==> src/rtl/bec_pkg.sv <==
package bec_pkg;
  localparam int CMD_W = 4;
  localparam int QW_W  = 2;
  localparam int NSRC  = 4;

  localparam int SRC_HARD    = 0;
  localparam int SRC_SOFT    = 1;
  localparam int SRC_TAG_ADR = 2;
  localparam int SRC_TAG_CTL = 3;

  typedef enum logic [1:0] {
    ACK_OK   = 2'b00,
    ACK_SOFT = 2'b01,
    ACK_HARD = 2'b10,
    ACK_RSVD = 2'b11
  } ack_e;

  typedef enum logic [1:0] {
    SEL_STAT  = 2'd0,
    SEL_CADDR = 2'd1,
    SEL_FADDR = 2'd2,
    SEL_NONE  = 2'd3
  } sel_e;

  localparam logic [CMD_W-1:0] CMD_RD_BLOCK = 4'h4;
  localparam logic [CMD_W-1:0] CMD_RD_LOCK  = 4'h5;

  localparam int ST_CMD_LSB  = 4;
  localparam int ST_FATAL1   = 8;
  localparam int ST_FECC     = 9;
  localparam int ST_FPAR     = 10;
  localparam int ST_FICACHE  = 11;
  localparam int ST_FQW_LSB  = 12;
  localparam int ST_FATAL2   = 14;

  function automatic logic keeps_subline(input logic [CMD_W-1:0] cmd);
    return (cmd == CMD_RD_BLOCK) || (cmd == CMD_RD_LOCK);
  endfunction
endpackage

==> src/rtl/bec_cyc_log.sv <==
module bec_cyc_log
  import bec_pkg::*;
#(
  parameter int PA_W = 34
) (
  input  logic             clk_i,
  input  logic             rst_ni,
  input  logic [NSRC-1:0]  src_i,
  input  logic [CMD_W-1:0] cmd_i,
  input  logic [PA_W-1:2]  addr_i,
  input  logic             unlock_i,
  output logic [NSRC-1:0]  err_o,
  output logic [CMD_W-1:0] cmd_o,
  output logic [PA_W-1:2]  addr_o,
  output logic             fatal_o
);
  logic             locked, open_win, capture, ovf;
  logic [CMD_W-1:0] cmd_q;
  logic [PA_W-1:2]  addr_q;
  logic             fatal_q;

  assign locked   = |err_o;
  assign open_win = !locked || unlock_i;
  assign capture  = open_win && (|src_i);
  // soft acks never count as overflow
  assign ovf      = !open_win &&
                    (src_i[SRC_HARD] || src_i[SRC_TAG_ADR] || src_i[SRC_TAG_CTL]);

  for (genvar g = 0; g < NSRC; g++) begin : g_src
    logic bit_q;
    always_ff @(posedge clk_i or negedge rst_ni) begin
      if (!rst_ni)       bit_q <= 1'b0;
      else if (capture)  bit_q <= src_i[g];
      else if (unlock_i) bit_q <= 1'b0;
    end
    assign err_o[g] = bit_q;
  end

  always_ff @(posedge clk_i or negedge rst_ni) begin
    if (!rst_ni) begin
      cmd_q  <= '0;
      addr_q <= '0;
    end else if (capture) begin
      cmd_q  <= cmd_i;
      addr_q <= addr_i;
    end else if (unlock_i) begin
      cmd_q  <= '0;
      addr_q <= '0;
    end
  end

  always_ff @(posedge clk_i or negedge rst_ni) begin
    if (!rst_ni)  fatal_q <= 1'b0;
    else if (ovf) fatal_q <= 1'b1;
  end

  assign cmd_o   = cmd_q;
  assign addr_o  = addr_q;
  assign fatal_o = fatal_q;

  p_frozen_r3: assert property (@(posedge clk_i) disable iff (!rst_ni)
    (|err_o) && !unlock_i |=> $stable(err_o) && $stable(cmd_o) && $stable(addr_o));

  p_overflow_r4: assert property (@(posedge clk_i) disable iff (!rst_ni)
    (|err_o) && !unlock_i &&
    (src_i[SRC_HARD] || src_i[SRC_TAG_ADR] || src_i[SRC_TAG_CTL]) |=> fatal_o);

  p_soft_no_ovf_r4: assert property (@(posedge clk_i) disable iff (!rst_ni)
    !fatal_o && (|err_o) && (src_i == NSRC'(1 << SRC_SOFT)) |=> !fatal_o);

  p_fatal_sticky_r4: assert property (@(posedge clk_i) disable iff (!rst_ni)
    fatal_o |=> fatal_o);

  p_unlock_clear_r6: assert property (@(posedge clk_i) disable iff (!rst_ni)
    unlock_i && (src_i == '0) |=> (err_o == '0) && (addr_o == '0));

  p_relock_r6: assert property (@(posedge clk_i) disable iff (!rst_ni)
    unlock_i && (src_i != '0) |=> (err_o == $past(src_i)) && $stable(fatal_o));
endmodule

==> src/rtl/bec_fill_log.sv <==
module bec_fill_log
  import bec_pkg::*;
#(
  parameter int PA_W     = 34,
  parameter int LINE_LSB = 5
) (
  input  logic                   clk_i,
  input  logic                   rst_ni,
  input  logic                   ecc_ev_i,
  input  logic                   par_ev_i,
  input  logic                   severe_ev_i,
  input  logic                   icache_i,
  input  logic [QW_W-1:0]        qw_i,
  input  logic [PA_W-1:LINE_LSB] addr_i,
  input  logic                   unlock_i,
  output logic                   ecc_o,
  output logic                   par_o,
  output logic                   icache_o,
  output logic [QW_W-1:0]        qw_o,
  output logic [PA_W-1:LINE_LSB] addr_o,
  output logic                   fatal_o
);
  logic                   ecc_q, par_q, icache_q, fatal_q;
  logic [QW_W-1:0]        qw_q;
  logic [PA_W-1:LINE_LSB] addr_q;
  logic                   locked, open_win, any_ev, capture;

  assign locked   = ecc_q || par_q;
  assign open_win = !locked || unlock_i;
  assign any_ev   = ecc_ev_i || par_ev_i;
  assign capture  = open_win && any_ev;

  always_ff @(posedge clk_i or negedge rst_ni) begin
    if (!rst_ni) begin
      ecc_q    <= 1'b0;
      par_q    <= 1'b0;
      icache_q <= 1'b0;
      qw_q     <= '0;
      addr_q   <= '0;
    end else if (capture) begin
      ecc_q    <= ecc_ev_i;
      par_q    <= par_ev_i;
      icache_q <= icache_i;
      qw_q     <= qw_i;
      addr_q   <= addr_i;
    end else if (unlock_i) begin
      ecc_q    <= 1'b0;
      par_q    <= 1'b0;
      icache_q <= 1'b0;
      qw_q     <= '0;
      addr_q   <= '0;
    end
  end

  always_ff @(posedge clk_i or negedge rst_ni) begin
    if (!rst_ni)                      fatal_q <= 1'b0;
    else if (!open_win && severe_ev_i) fatal_q <= 1'b1;
  end

  assign ecc_o    = ecc_q;
  assign par_o    = par_q;
  assign icache_o = icache_q;
  assign qw_o     = qw_q;
  assign addr_o   = addr_q;
  assign fatal_o  = fatal_q;

  p_fill_frozen_r8: assert property (@(posedge clk_i) disable iff (!rst_ni)
    (ecc_o || par_o) && !unlock_i |=>
    $stable(ecc_o) && $stable(par_o) && $stable(icache_o) && $stable(qw_o) && $stable(addr_o));

  p_fill_overflow_r8: assert property (@(posedge clk_i) disable iff (!rst_ni)
    (ecc_o || par_o) && !unlock_i && severe_ev_i |=> fatal_o);

  p_corr_no_ovf_r8: assert property (@(posedge clk_i) disable iff (!rst_ni)
    !fatal_o && !severe_ev_i |=> !fatal_o);

  p_fill_release_r9: assert property (@(posedge clk_i) disable iff (!rst_ni)
    unlock_i && !ecc_ev_i && !par_ev_i |=> !ecc_o && !par_o && (addr_o == '0));
endmodule

==> src/rtl/bec_rd_mux.sv <==
module bec_rd_mux
  import bec_pkg::*;
#(
  parameter int PA_W     = 34,
  parameter int LINE_LSB = 5,
  parameter int DATA_W   = 64
) (
  input  logic                   rd_en_i,
  input  logic [1:0]             rd_sel_i,
  input  logic [NSRC-1:0]        c_err_i,
  input  logic [CMD_W-1:0]       c_cmd_i,
  input  logic [PA_W-1:2]        c_addr_i,
  input  logic                   c_fatal_i,
  input  logic                   f_ecc_i,
  input  logic                   f_par_i,
  input  logic                   f_icache_i,
  input  logic [QW_W-1:0]        f_qw_i,
  input  logic [PA_W-1:LINE_LSB] f_addr_i,
  input  logic                   f_fatal_i,
  output logic [DATA_W-1:0]      rd_data_o
);
  logic [DATA_W-1:0] stat_w, caddr_w, faddr_w;

  always_comb begin
    stat_w                              = '0;
    stat_w[NSRC-1:0]                    = c_err_i;
    stat_w[ST_CMD_LSB +: CMD_W]         = c_cmd_i;
    stat_w[ST_FATAL1]                   = c_fatal_i;
    stat_w[ST_FECC]                     = f_ecc_i;
    stat_w[ST_FPAR]                     = f_par_i;
    stat_w[ST_FICACHE]                  = f_icache_i;
    stat_w[ST_FQW_LSB +: QW_W]          = f_qw_i;
    stat_w[ST_FATAL2]                   = f_fatal_i;
  end

  always_comb begin
    caddr_w                    = '0;
    caddr_w[PA_W-1:LINE_LSB]   = c_addr_i[PA_W-1:LINE_LSB];
    if (keeps_subline(c_cmd_i))
      caddr_w[LINE_LSB-1:2]    = c_addr_i[LINE_LSB-1:2];
  end

  always_comb begin
    faddr_w                  = '0;
    faddr_w[PA_W-1:LINE_LSB] = f_addr_i;
  end

  always_comb begin
    rd_data_o = '0;
    if (rd_en_i) begin
      case (rd_sel_i)
        SEL_STAT:  rd_data_o = stat_w;
        SEL_CADDR: rd_data_o = caddr_w;
        SEL_FADDR: rd_data_o = faddr_w;
        default:   rd_data_o = '0;
      endcase
    end
  end
endmodule

==> src/rtl/bus_err_capture.sv <==
module bus_err_capture
  import bec_pkg::*;
#(
  parameter int PA_W     = 34,
  parameter int LINE_LSB = 5,
  parameter int DATA_W   = 64
) (
  input  logic                   clk_i,
  input  logic                   rst_ni,
  input  logic                   cyc_done_i,
  input  logic [1:0]             cyc_ack_i,
  input  logic [CMD_W-1:0]       cyc_cmd_i,
  input  logic [PA_W-1:2]        cyc_addr_i,
  input  logic                   probe_i,
  input  logic                   probe_addr_perr_i,
  input  logic                   probe_ctl_perr_i,
  input  logic                   fill_valid_i,
  input  logic                   fill_icache_i,
  input  logic [QW_W-1:0]        fill_qw_i,
  input  logic [PA_W-1:LINE_LSB] fill_addr_i,
  input  logic                   fill_ecc_err_i,
  input  logic                   fill_ecc_fatal_i,
  input  logic                   fill_par_err_i,
  input  logic                   parity_mode_i,
  input  logic                   rd_en_i,
  input  logic [1:0]             rd_sel_i,
  output logic [DATA_W-1:0]      rd_data_o
);
  logic [NSRC-1:0]        src;
  logic                   c_unlock, f_unlock;
  logic [NSRC-1:0]        c_err;
  logic [CMD_W-1:0]       c_cmd;
  logic [PA_W-1:2]        c_addr;
  logic                   c_fatal;
  logic                   ecc_ev, par_ev, severe_ev;
  logic                   f_ecc, f_par, f_icache, f_fatal;
  logic [QW_W-1:0]        f_qw;
  logic [PA_W-1:LINE_LSB] f_addr;

  assign src[SRC_HARD]    = cyc_done_i && (cyc_ack_i == ACK_HARD);
  assign src[SRC_SOFT]    = cyc_done_i && (cyc_ack_i == ACK_SOFT);
  assign src[SRC_TAG_ADR] = probe_i && probe_addr_perr_i;
  assign src[SRC_TAG_CTL] = probe_i && probe_ctl_perr_i;

  assign c_unlock = rd_en_i && (rd_sel_i == SEL_CADDR);
  assign f_unlock = rd_en_i && (rd_sel_i == SEL_FADDR);

  // protection mode picks which fill fault kind is meaningful
  assign ecc_ev    = fill_valid_i && !parity_mode_i && fill_ecc_err_i;
  assign par_ev    = fill_valid_i &&  parity_mode_i && fill_par_err_i;
  assign severe_ev = par_ev || (ecc_ev && fill_ecc_fatal_i);

  bec_cyc_log #(.PA_W(PA_W)) u_cyc (
    .clk_i    (clk_i),
    .rst_ni   (rst_ni),
    .src_i    (src),
    .cmd_i    (cyc_cmd_i),
    .addr_i   (cyc_addr_i),
    .unlock_i (c_unlock),
    .err_o    (c_err),
    .cmd_o    (c_cmd),
    .addr_o   (c_addr),
    .fatal_o  (c_fatal)
  );

  bec_fill_log #(.PA_W(PA_W), .LINE_LSB(LINE_LSB)) u_fill (
    .clk_i       (clk_i),
    .rst_ni      (rst_ni),
    .ecc_ev_i    (ecc_ev),
    .par_ev_i    (par_ev),
    .severe_ev_i (severe_ev),
    .icache_i    (fill_icache_i),
    .qw_i        (fill_qw_i),
    .addr_i      (fill_addr_i),
    .unlock_i    (f_unlock),
    .ecc_o       (f_ecc),
    .par_o       (f_par),
    .icache_o    (f_icache),
    .qw_o        (f_qw),
    .addr_o      (f_addr),
    .fatal_o     (f_fatal)
  );

  bec_rd_mux #(.PA_W(PA_W), .LINE_LSB(LINE_LSB), .DATA_W(DATA_W)) u_rd (
    .rd_en_i    (rd_en_i),
    .rd_sel_i   (rd_sel_i),
    .c_err_i    (c_err),
    .c_cmd_i    (c_cmd),
    .c_addr_i   (c_addr),
    .c_fatal_i  (c_fatal),
    .f_ecc_i    (f_ecc),
    .f_par_i    (f_par),
    .f_icache_i (f_icache),
    .f_qw_i     (f_qw),
    .f_addr_i   (f_addr),
    .f_fatal_i  (f_fatal),
    .rd_data_o  (rd_data_o)
  );

  p_par_gated_r7: assert property (@(posedge clk_i) disable iff (!rst_ni)
    !parity_mode_i && !f_par |=> !f_par);

  p_ecc_gated_r7: assert property (@(posedge clk_i) disable iff (!rst_ni)
    parity_mode_i && !f_ecc |=> !f_ecc);

  p_addr_pad_r5: assert property (@(posedge clk_i) disable iff (!rst_ni)
    rd_en_i && (rd_sel_i == SEL_CADDR) |->
    (rd_data_o[1:0] == '0) && (rd_data_o[DATA_W-1:PA_W] == '0));

  p_addr_sub_r5: assert property (@(posedge clk_i) disable iff (!rst_ni)
    rd_en_i && (rd_sel_i == SEL_CADDR) && !keeps_subline(c_cmd) |->
    (rd_data_o[LINE_LSB-1:2] == '0));

  p_idle_zero_r10: assert property (@(posedge clk_i) disable iff (!rst_ni)
    !rd_en_i |-> (rd_data_o == '0));

  p_stat_read_keeps_r10: assert property (@(posedge clk_i) disable iff (!rst_ni)
    rd_en_i && (rd_sel_i == SEL_STAT) && (src == '0) && !ecc_ev && !par_ev |=>
    $stable(c_err) && $stable(c_addr) && $stable(f_ecc) && $stable(f_par) && $stable(f_addr));

  p_group_indep_r11: assert property (@(posedge clk_i) disable iff (!rst_ni)
    f_unlock && (src == '0) |=> $stable(c_err) && $stable(c_cmd) && $stable(c_addr));
endmodule

==> config.mk <==
export PLATFORM = sky130hd
export DESIGN_NAME = bus_err_capture
export DESIGN_NICKNAME = d
export VERILOG_FILES = /design/src/rtl/bec_pkg.sv /design/src/rtl/bec_cyc_log.sv /design/src/rtl/bec_fill_log.sv /design/src/rtl/bec_rd_mux.sv /design/src/rtl/bus_err_capture.sv
export SDC_FILE = /design/constraint.sdc
export NUM_CORES = 1
export LEC_CHECK = 0
export BUFFER_PORTS_ARGS = -buffer_cell sky130_fd_sc_hd__buf_2
export CAP_MARGIN = 10
export CORE_MARGIN = 1.5
export CORE_UTILIZATION = 44
export DETAILED_ROUTE_END_ITERATION = 12
export HOLD_SLACK_MARGIN = 0.03
export PLACE_DENSITY_LB_ADDON = 0.1
export SYNTH_ARGS = -nofsm -noshare
export SYNTH_HDL_FRONTEND = slang
export SYNTH_SLANG_ARGS = --single-unit
==> constraint.sdc <==
create_clock -name clk_i -period 1.65 [get_ports clk_i]
set_input_delay 0 -clock clk_i [delete_from_list [all_inputs] [get_ports clk_i]]
set_output_delay 0 -clock clk_i [all_outputs]
set_load 0.05 [all_outputs]
==> results of run 1 <==
[timing repair]
action,CTS,global route
hold endpoints to repair,114,0
hold buffers,81,0
cloned,1,0
gates resized for setup,1,5
endpoints found under the setup margin,36,39
pin swaps,1,0
[layout by cell type (no fill, tap or decap), drive strengths merged, types with 2 or more instances in the layout]
cell         instances
clkinv               3
a21o                 2
dfrtp               76
nand3b               5
a32o                 2
buf                130
clkbuf              14
a21oi                3
a22o                58
mux2i               42
nand2               50
o21ai               17
conb                30
and2                14
dlygate4sd3         81
inv                 33
[worst min-delay path by stage]
stage                     slack [ns]                   end
after floorplan                -0.30      u_cyc.addr_o[10]
after global placement          0.02  u_cyc.g_src[3].bit_q
after detailed placement        0.02  u_cyc.g_src[0].bit_q
after CTS                       0.05         u_cyc.fatal_o
after global routing            0.11         u_cyc.fatal_o
final                           0.08         u_cyc.fatal_o
[metrics by stage]
stage | std cells | worst slack, ns
after floorplan | 393 | 0.0976
after global placement | 579 | -0.00738
after detailed placement | 579 | -0.0988
after CTS | 677 | 0.00354
after global routing | 677 | -0.0117
final | 677 | 0.0771
[cell type report]
cell class	count	area share, %
Inverter	33	2.25
Timing Repair Buffer	214	28.4
Sequential cell	76	34.6
Clock inverter	5	0.956
Multi-Input combinational cell	233	29.0
Clock buffer	11	2.39
Tap cell	105	2.39
[worst min-delay path, delay by kind of cell]
family	cells	cell delay (ns)
AND/OR/NAND/NOR	1	0.08
buffers and inverters	1	0.08
AO/OA/AOI/OAI	2	0.22
[metal layers]
metal	up-vias	routed length (um)
met5	-	0
met4	0	73
met3	7	596
met2	129	4880
met1	1588	4590
li1	1593	-
[cells by family after synthesis]
logic type | Yosys count | synth area share (%)
buffers and inverters | 85 | 12.3
AND/OR/NAND/NOR | 78 | 9.74
XOR/XNOR | 1 | 0.230
flip-flops | 76 | 49.8
AO/OA/AOI/OAI | 81 | 16.8
other | 1 | 0.0983
multiplexers | 42 | 11.0
[power by group through the flow]
stage                     Combinational [uW]  Sequential [uW]  Clock, uW
final                                   2480             3070       1360
after global routing                    2710             3170       1460
after CTS                               2480             3050       1380
after detailed placement                2300             3070          0
after global placement                  2230             3070          0
after floorplan                         1850             2950          0
[state kept, by name (all words and copies together) (netlist names)]
signal and flops:
u_cyc.addr_o 32, u_fill.addr_o 29, u_cyc.cmd_o 4, u_cyc.g_src.bit_q 4, u_fill.qw_o 2, u_cyc.fatal_o 1, u_fill.ecc_o 1, u_fill.fatal_o 1
u_fill.icache_o 1, u_fill.par_o 1
[synth_stat cells (all sizes together) (2+ instances only)]
library cell / n / area (sq um)
dfrtp: 76 / 1900
a22o: 58 / 508
nand2: 50 / 188
mux2i: 42 / 420
buf: 39 / 295
inv: 33 / 124
o21ai: 17 / 85.1
and2: 14 / 87.6
clkbuf: 13 / 48.8
nand3b: 5 / 37.5
a21o: 2 / 15.0
a21oi: 2 / 13.8
a32o: 2 / 20.0
==> metrics.cfg, run 1 <==
[sta]
hold_slack_ns = 0.0814
skew_ns = 0.0106
fmax_ghz = 0.636
fin_setup_tns_ns = 0
fin_crit_sh_pct = 95.3
relSlewSlack_pct = 61.0
worst_pin_slew_ns = 0.583
hold_violations = 0
maxSlewViolCount = 0
setup_viol = 0
post-route-min-period_ns = 1.57

[min_path]
holdCritStartpoint = probe_ctl_perr_i
hold_depth = 4
hp-class = in2reg

[power]
power.share.sequential_pct = 44.4
pwr-share-clk_pct = 19.6
power_uw = 6910
comb_power_share_pct = 36.0
p_int_uw = 4410
p_leak_uw = 0.00303
ir_drop_v = 0.000535
powerDensity_nw_per_um2 = 1260
switching_share_pct = 36.2
switchingPower_uw = 2500

[detailed_routing]
first_pass_iters = 4
route.detailed.drc = 0
via_per_inst = 4.90
wire_per_inst_um = 15.0
postRouteAntennaNets = 0
drtIter0Drc = 124
wirelength_mm = 10.1
num_vias = 3317

[synth]
synthFlopType = dfrtp_1
ys_seq_elements = 76
syn_area_sq_um = 3820
yosys_warnings = 0
avgSynthCellArea_sq_um = 10.5
synthesis.instances = 364
ys_seq_area_share_pct = 49.8
async_flop_share_pct = 100
synth.distinct_cells = 28
synth-edff-count = 0

[place]
place_area_sq_um = 4470
finalWeightedCongestion = 0.781
hpwlAfterDp_mm = 6.23
port_buffers = 117

[worst_setup_path]
cp.depth = 4
cp_max_fo = 3
r2r-end = u_cyc.addr_o[4]
cp_slowest_cell = dfrtp_1
cp-start-kind = flip-flop
arrival_ns = 1.57
reg2reg_depth = 5
worstPathRequired_ns = 1.65
critPathTopFamily = flip-flops
critPathMaxStageDelay_ns = 0.40
endpoint = rd_data_o[4]
end_kind = primary output
worstPathCellList = nor4b_1, buf_4, a22o_1, clkbuf_4
r2r_start = u_cyc.g_src[3].bit_q
crit_buf_inv = 2
critPathKind = reg2out
cp-startpoint = u_cyc.cmd_o[3]
reg2reg_slack_ns = 0.10

[global_routing]
grt_max_degree = 41
grt_use_met1_pct = 30.9
grt_use_met2_pct = 37.9
grt-busiest-layer = met2
overflow = 0
use_met3_pct = 4.50
antenna_found_initial = 0
grt_usage_pct = 22.9
grt_pass1_wl_mm = 16.0
grt_pass1_vias = 3297

[die]
num_rows = 33
die_x_um = 96.1
die-area_sq_um = 9240
core_sq_um = 8300
ios = 148
dieHeight_um = 96.1
start_util_pct = 46.0

[status]
status = complete, no violations

[final_layout]
seq_area_sq_um = 1900
area_growth_pct = 44.1
num_antenna_cells = 0
design.final.nets = 651
multiInputGateArea_sq_um = 1590
final_layout_size_suffix_gt1_share_pct = 26.6
fillers = 685
postLayoutCoreUtil_pct = 66.3
design_area_sq_um = 5500

[clock_tree]
cts.sinks = 76
cts_tree = yes
postCtsSetupBuffers = 0
clock_latency_ns = 0.34
clkTransAtPathRegs_ns = 0.07
clock_path_buffers = 2
numCtsBuffers = 9
cts-root-buf = clkbuf_8
htree_levels = 3

[job]
maxCapViolCount = 0

No activity file was read; power rests on OpenSTA's default activity.
==> inputs of run 2 (changes only) <==
- CORE_ASPECT_RATIO: not set -> 0.5
==> run 2 against run 1 <==
Net effect: the run now ends with setup timing left; final area rose by 3.5%; largest cell class unchanged; clock-buffer cell count grew 1; core utilization grew 3.2 points; largest power group unchanged.
==> metrics.cfg, run 2 (same netlist as run 1, synthesis figures left out) <==
[status]
status = finished with violations  ; was complete, no violations
failed_checks = setup timing

[worst_setup_path]
arrival_ns = 1.92  ; was 1.57 ns
cp_slowest_cell = dfrtp_1  ; unchanged
cp.depth = 6  ; was 4
critPathKind = reg2reg  ; was reg2out
worstPathRequired_ns = 1.92  ; was 1.65 ns
critPathTopFamily = simple AND/OR/NAND/NOR gates  ; was flip-flops
critPathMaxStageDelay_ns = 0.39  ; was 0.40 ns
crit_buf_inv = 2  ; unchanged
end_kind = flip-flop  ; was primary output
cp-start-kind = flip-flop  ; unchanged
cp_max_fo = 17  ; was 3
reg2reg_depth = 6  ; was 5
worstPathCellList = nor4_1, buf_4, or2_1, and2_4, buf_12, a22o_1  ; was nor4b_1, buf_4, a22o_1, clkbuf_4

[place]
finalWeightedCongestion = 0.811  ; was 0.781
placed_cells = 588  ; was 579
hpwlAfterDp_mm = 6.21  ; was 6.23 mm
port_buffers = 117  ; unchanged

[sta]
fmax_ghz = 0.604  ; was 0.636 GHz
fin_crit_sh_pct = 100  ; was 95.3%
maxSlewViolCount = 0  ; unchanged
setup_viol = 3  ; was 0
fin_setup_tns_ns = -0.0137  ; was 0 ns
post-route-min-period_ns = 1.66  ; was 1.57 ns
skew_ns = 0.00417  ; was 0.0106 ns
hold_violations = 0  ; unchanged
postLayoutSetupSlackWorst_ns = -0.00548  ; was 0.0771 ns

[final_layout]
num_antenna_cells = 0  ; unchanged
postLayoutCoreUtil_pct = 69.4  ; was 66.3%
layout_common_cells = buf_2 (113), dlygate4sd3_1 (81), dfrtp_1 (76), a22o_1 (58), nand2_1 (50)  ; unchanged
multiInputGateArea_sq_um = 1600  ; was 1590 sq um
largest_register_ffs = 32  ; unchanged
final_common_cell = buf_2  ; unchanged
seq_area_sq_um = 1900  ; unchanged
design.final.nets = 656  ; was 651
fin_cells = 689  ; was 677
fillers = 626  ; was 685
final_layout_size_suffix_gt1_share_pct = 27.6  ; was 26.6%
area_growth_pct = 49.2  ; was 44.1%

[power]
ir_drop_v = 0.000715  ; was 0.000535 V
p_leak_uw = 0.00312  ; was 0.00303 uW
powerDensity_nw_per_um2 = 1350  ; was 1260 nW/um^2
power_uw = 7690  ; was 6910 uW

[detailed_routing]
drtIter0Drc = 100  ; was 124
wire_per_inst_um = 15.0  ; about the same
wirelength_mm = 10.3  ; was 10.1 mm
route.detailed.drc = 0  ; unchanged
postRouteAntennaNets = 0  ; unchanged
first_pass_iters = 4  ; unchanged
via_per_inst = 4.86  ; was 4.90
num_vias = 3349  ; was 3317

[global_routing]
grt_pass1_wl_mm = 16.3  ; was 16.0 mm
antenna_found_initial = 0  ; unchanged
overflow = 0  ; unchanged
grt_pass1_vias = 3286  ; was 3297
grt_usage_pct = 23.4  ; was 22.9%
grt_max_degree = 46  ; was 41

[clock_tree]
numCtsBuffers = 9  ; unchanged
clock_latency_ns = 0.33  ; was 0.34 ns
clkTransAtPathRegs_ns = 0.06  ; was 0.07 ns
cts.sinks = 76  ; unchanged
cts-root-buf = clkbuf_16  ; was clkbuf_8
cts_tree = yes  ; unchanged
htree_levels = 3  ; unchanged
clock_path_buffers = 2  ; unchanged

[die]
dieHeight_um = 68.9  ; was 96.1 um
start_util_pct = 46.5  ; was 46.0%
num_rows = 23  ; was 33
die_x_um = 135  ; was 96.1 um
die-area_sq_um = 9270  ; was 9240 sq um
core_sq_um = 8200  ; was 8300 sq um
ios = 148  ; unchanged

[min_path]
hp-class = in2reg  ; unchanged
hold_depth = 4  ; unchanged

[job]
maxCapViolCount = 0  ; unchanged

-- run 2: area by class of cell --
type | instances | area share [%]
tap | 112 | 2.46
sequential | 76 | 33.4
timing repair buffer | 219 | 28.6
multi-input combinational | 233 | 28.0
clock buffer | 12 | 4.51
inverter | 33 | 2.18
clock inverter | 4 | 0.835
-- run 2: path summary, 6_finish.rpt --
path                                      to  slack, ns            startpoint
max                          u_cyc.addr_o[3]     -0.005  u_cyc.g_src[3].bit_q
min                           u_fill.fatal_o        0.1      fill_ecc_fatal_i
max reg2reg                  u_cyc.addr_o[3]     -0.005  u_cyc.g_src[3].bit_q
min reg2reg                    u_cyc.fatal_o       0.47         u_cyc.fatal_o
max in group asynchronous   u_fill.addr_o[5]       0.90                rst_ni
min in group asynchronous  u_fill.addr_o[19]       0.16                rst_ni
-- run 2: metal layers --
layer / GRT usage, % / vias up / part of all wire [%]
met3: 5.34 / 10 / 4.6
met1: 30.0 / 1614 / 46
li1: - / 1612 / -
met5: 0 / - / 0
met4: 7.66 / 0 / 0.95
met2: 40.3 / 113 / 48
-- run 2: what timing repair did --
item,in CTS,in global routing
endpoints found under the setup margin,39,39
gates resized for setup,5,3
buffers inserted,0,3
pin swaps,1,2
hold buffers,81,0
cloned,1,0
endpoints found under the hold margin,151,0
-- run 2: report_power, final --
group          internal [uW]  switching [uW]  total (uW)
Combinational           1210            1420        2630
Sequential              2620             463        3080
Clock                   1250             730        1980
Total                   5080            2610        7690
-- run 2: stage by stage --
stage	instance area [sq um]	setup WS, ns	hold slack [ns]
2_1_floorplan	3930	0.0976	-0.296
3_3_place_gp	4490	-0.00667	-0.0344
3_5_place_dp	4490	-0.0542	-0.0316
4_1_cts	5630	0.0117	0.0665
5_1_grt	5690	-0.0628	0.124
6_report	5690	-0.00548	0.0983
-- run 2: tightest hold or removal path: cells and delay by family --
kind / cells / cell delay [ns]
AOI/OAI and AO/OA: 2 / 0.26
buffers and inverters: 1 / 0.07
and+or+nand+nor: 1 / 0.07
==> inputs of run 3 (changes only) <==
- RECOVER_POWER: not set -> 100
==> run 3 against run 2 <==
Net effect: the flow still finishes with violations (setup timing); critical path depth is the same; clock skew about the same; hold slack better by 0.00067 ns; routed wire length about the same; first-iteration DRC count grew 4.0%; maximum frequency is 0.20% higher; sequential power barely moved; critical path type unchanged.
==> metrics.cfg, run 3 (same netlist as run 1, synthesis figures left out) <==
[status]
status = finished with violations  ; unchanged
failed_checks = setup timing  ; unchanged

[die]
start_util_pct = 46.5  ; unchanged
ios = 148  ; unchanged
num_rows = 23  ; unchanged
core_sq_um = 8200  ; unchanged
die_x_um = 135  ; unchanged
dieHeight_um = 68.9  ; unchanged
die-area_sq_um = 9270  ; unchanged

[detailed_routing]
first_pass_iters = 4  ; unchanged
wire_per_inst_um = 15.0  ; about the same
drtIter0Drc = 104  ; was 100
postRouteAntennaNets = 0  ; unchanged
wirelength_mm = 10.3  ; about the same
num_vias = 3365  ; was 3349
via_per_inst = 4.88  ; was 4.86
route.detailed.drc = 0  ; unchanged

[sta]
fmax_ghz = 0.605  ; was 0.604 GHz
skew_ns = 0.00390  ; was 0.00417 ns
setup_viol = 2  ; was 3
hold_violations = 0  ; unchanged
relSlewSlack_pct = 47.9
fin_crit_sh_pct = 100  ; about the same
post-route-min-period_ns = 1.65  ; was 1.66 ns
maxSlewViolCount = 0  ; unchanged
postLayoutSetupSlackWorst_ns = -0.00220  ; was -0.00548 ns
worst_pin_slew_ns = 0.782
fin_setup_tns_ns = -0.00240  ; was -0.0137 ns

[worst_setup_path]
cp-start-kind = flip-flop  ; unchanged
cp_max_fo = 17  ; unchanged
end_kind = flip-flop  ; unchanged
worstPathRequired_ns = 1.92  ; about the same
reg2reg_depth = 6  ; unchanged
critPathKind = reg2reg  ; unchanged
arrival_ns = 1.92  ; about the same
reg2reg_slack_ns = -0.002  ; was -0.005 ns

[global_routing]
grt_max_degree = 46  ; unchanged
grt-busiest-layer = met2  ; unchanged
grt_pass1_wl_mm = 16.3  ; unchanged
overflow = 0  ; unchanged
grt_pass1_vias = 3286  ; unchanged
grt_use_met1_pct = 30.0  ; unchanged
grt_use_met2_pct = 40.3  ; unchanged
antenna_found_initial = 0  ; unchanged
use_met3_pct = 5.34  ; unchanged
grt_usage_pct = 23.4  ; unchanged

[clock_tree]
cts.sinks = 76  ; unchanged
clock_path_buffers = 2  ; unchanged
numCtsBuffers = 9  ; unchanged
clkTransAtPathRegs_ns = 0.06  ; about the same
clock_latency_ns = 0.33  ; about the same
cts_tree = yes  ; unchanged
cts-root-buf = clkbuf_16  ; unchanged
htree_levels = 3  ; unchanged

[place]
finalWeightedCongestion = 0.811  ; unchanged
placed_cells = 588  ; unchanged
dp_slack_ns = -0.0542  ; unchanged
place_area_sq_um = 4490  ; unchanged
port_buffers = 117  ; unchanged
hpwlAfterDp_mm = 6.21  ; unchanged

[min_path]
hold_depth = 4  ; unchanged
hp-class = in2reg  ; unchanged

[final_layout]
area_growth_pct = 48.7  ; was 49.2%
final_layout_size_suffix_gt1_share_pct = 27.2  ; was 27.6%
largest_register_ffs = 32  ; unchanged
fin_cells = 689  ; unchanged
design.final.nets = 656  ; unchanged
num_antenna_cells = 0  ; unchanged
layout_common_cells = buf_2 (111), dlygate4sd3_1 (81), dfrtp_1 (76), a22o_1 (58), nand2_1 (50)  ; was buf_2 (113), dlygate4sd3_1 (81), dfrtp_1 (76), a22o_1 (58), nand2_1 (50)
fillers = 631  ; was 626
final_common_cell = buf_2  ; unchanged
design_area_sq_um = 5680  ; was 5690 sq um

[power]
p_leak_uw = 0.00311  ; was 0.00312 uW
ir_drop_v = 0.000714  ; was 0.000715 V
powerDensity_nw_per_um2 = 1350  ; about the same
power_uw = 7680  ; was 7690 uW

[job]
maxCapViolCount = 0  ; unchanged

-- run 3: cell count changes in the layout (fill, tap and decap cells not counted) --
cell	previous run	this run
buf_2	113	111
clkbuf_1	1	3
buf_12	5	4
clkbuf_2	0	1
o21ai_0	13	14
o21ai_1	3	2
-- run 3: critical path, stage by stage (launching register included) --
cell     delay (ns)
dfrtp_1        0.39
nor4_1         0.34
buf_4          0.22
or2_1          0.15
and2_4         0.19
buf_12         0.15
a22o_1         0.15
-- run 3: area by class of cell --
| cell class | count | area [sq um] | area share, % |
|---|---|---|---|
| clock buffers | 12 | 256 | 4.52 |
| flip-flops and latches | 76 | 1900 | 33.5 |
| clock inverters | 4 | 47.5 | 0.838 |
| multi-input cells | 233 | 1600 | 28.1 |
| repair buffers | 219 | 1610 | 28.4 |
| well taps | 112 | 140 | 2.47 |
| inverters | 33 | 124 | 2.18 |
-- run 3: through the flow --
stage | utilization [%] | hold slack, ns
floorplan | - | -0.296
global placement | 54.8 | -0.0344
detailed placement | 54.8 | -0.0316
CTS | 68.7 | 0.0665
global route | 69.2 | 0.124
finish | 69.2 | 0.0990
-- run 3: worst paths after layout --
check	start	to
min	fill_ecc_fatal_i	u_fill.fatal_o
min in group asynchronous	rst_ni	u_fill.addr_o[19]
max reg2reg	u_cyc.g_src[3].bit_q	u_cyc.addr_o[3]
min reg2reg	u_cyc.fatal_o	u_cyc.fatal_o
max in group asynchronous	rst_ni	u_cyc.addr_o[32]
max	u_cyc.g_src[3].bit_q	u_cyc.addr_o[3]
-- run 3: report_power, final --
group          switching [uW]  total [uW]  internal (uW)  leakage, uW
Clock                     728        1980           1250     0.000149
Sequential                461        3080           2620     0.000963
Combinational            1420        2620           1200      0.00200
Total                    2610        7680           5070      0.00311
-- run 3: routing by layer --
layer	share of wire, %	vias up	wire length (um)
li1	-	1607	-
met5	0	-	0
met1	46	1621	4690
met4	0.95	0	98
met3	5.4	10	561
met2	48	127	4950
-- run 3: timing repair --
action,4_1_cts,5_1_grt
endpoints found under the setup margin,39,39
endpoints found under the hold margin,151,0
cloned,1,0
resized for setup,5,3
setup buffers,0,3
hold buffers,81,0
pin swaps,1,2
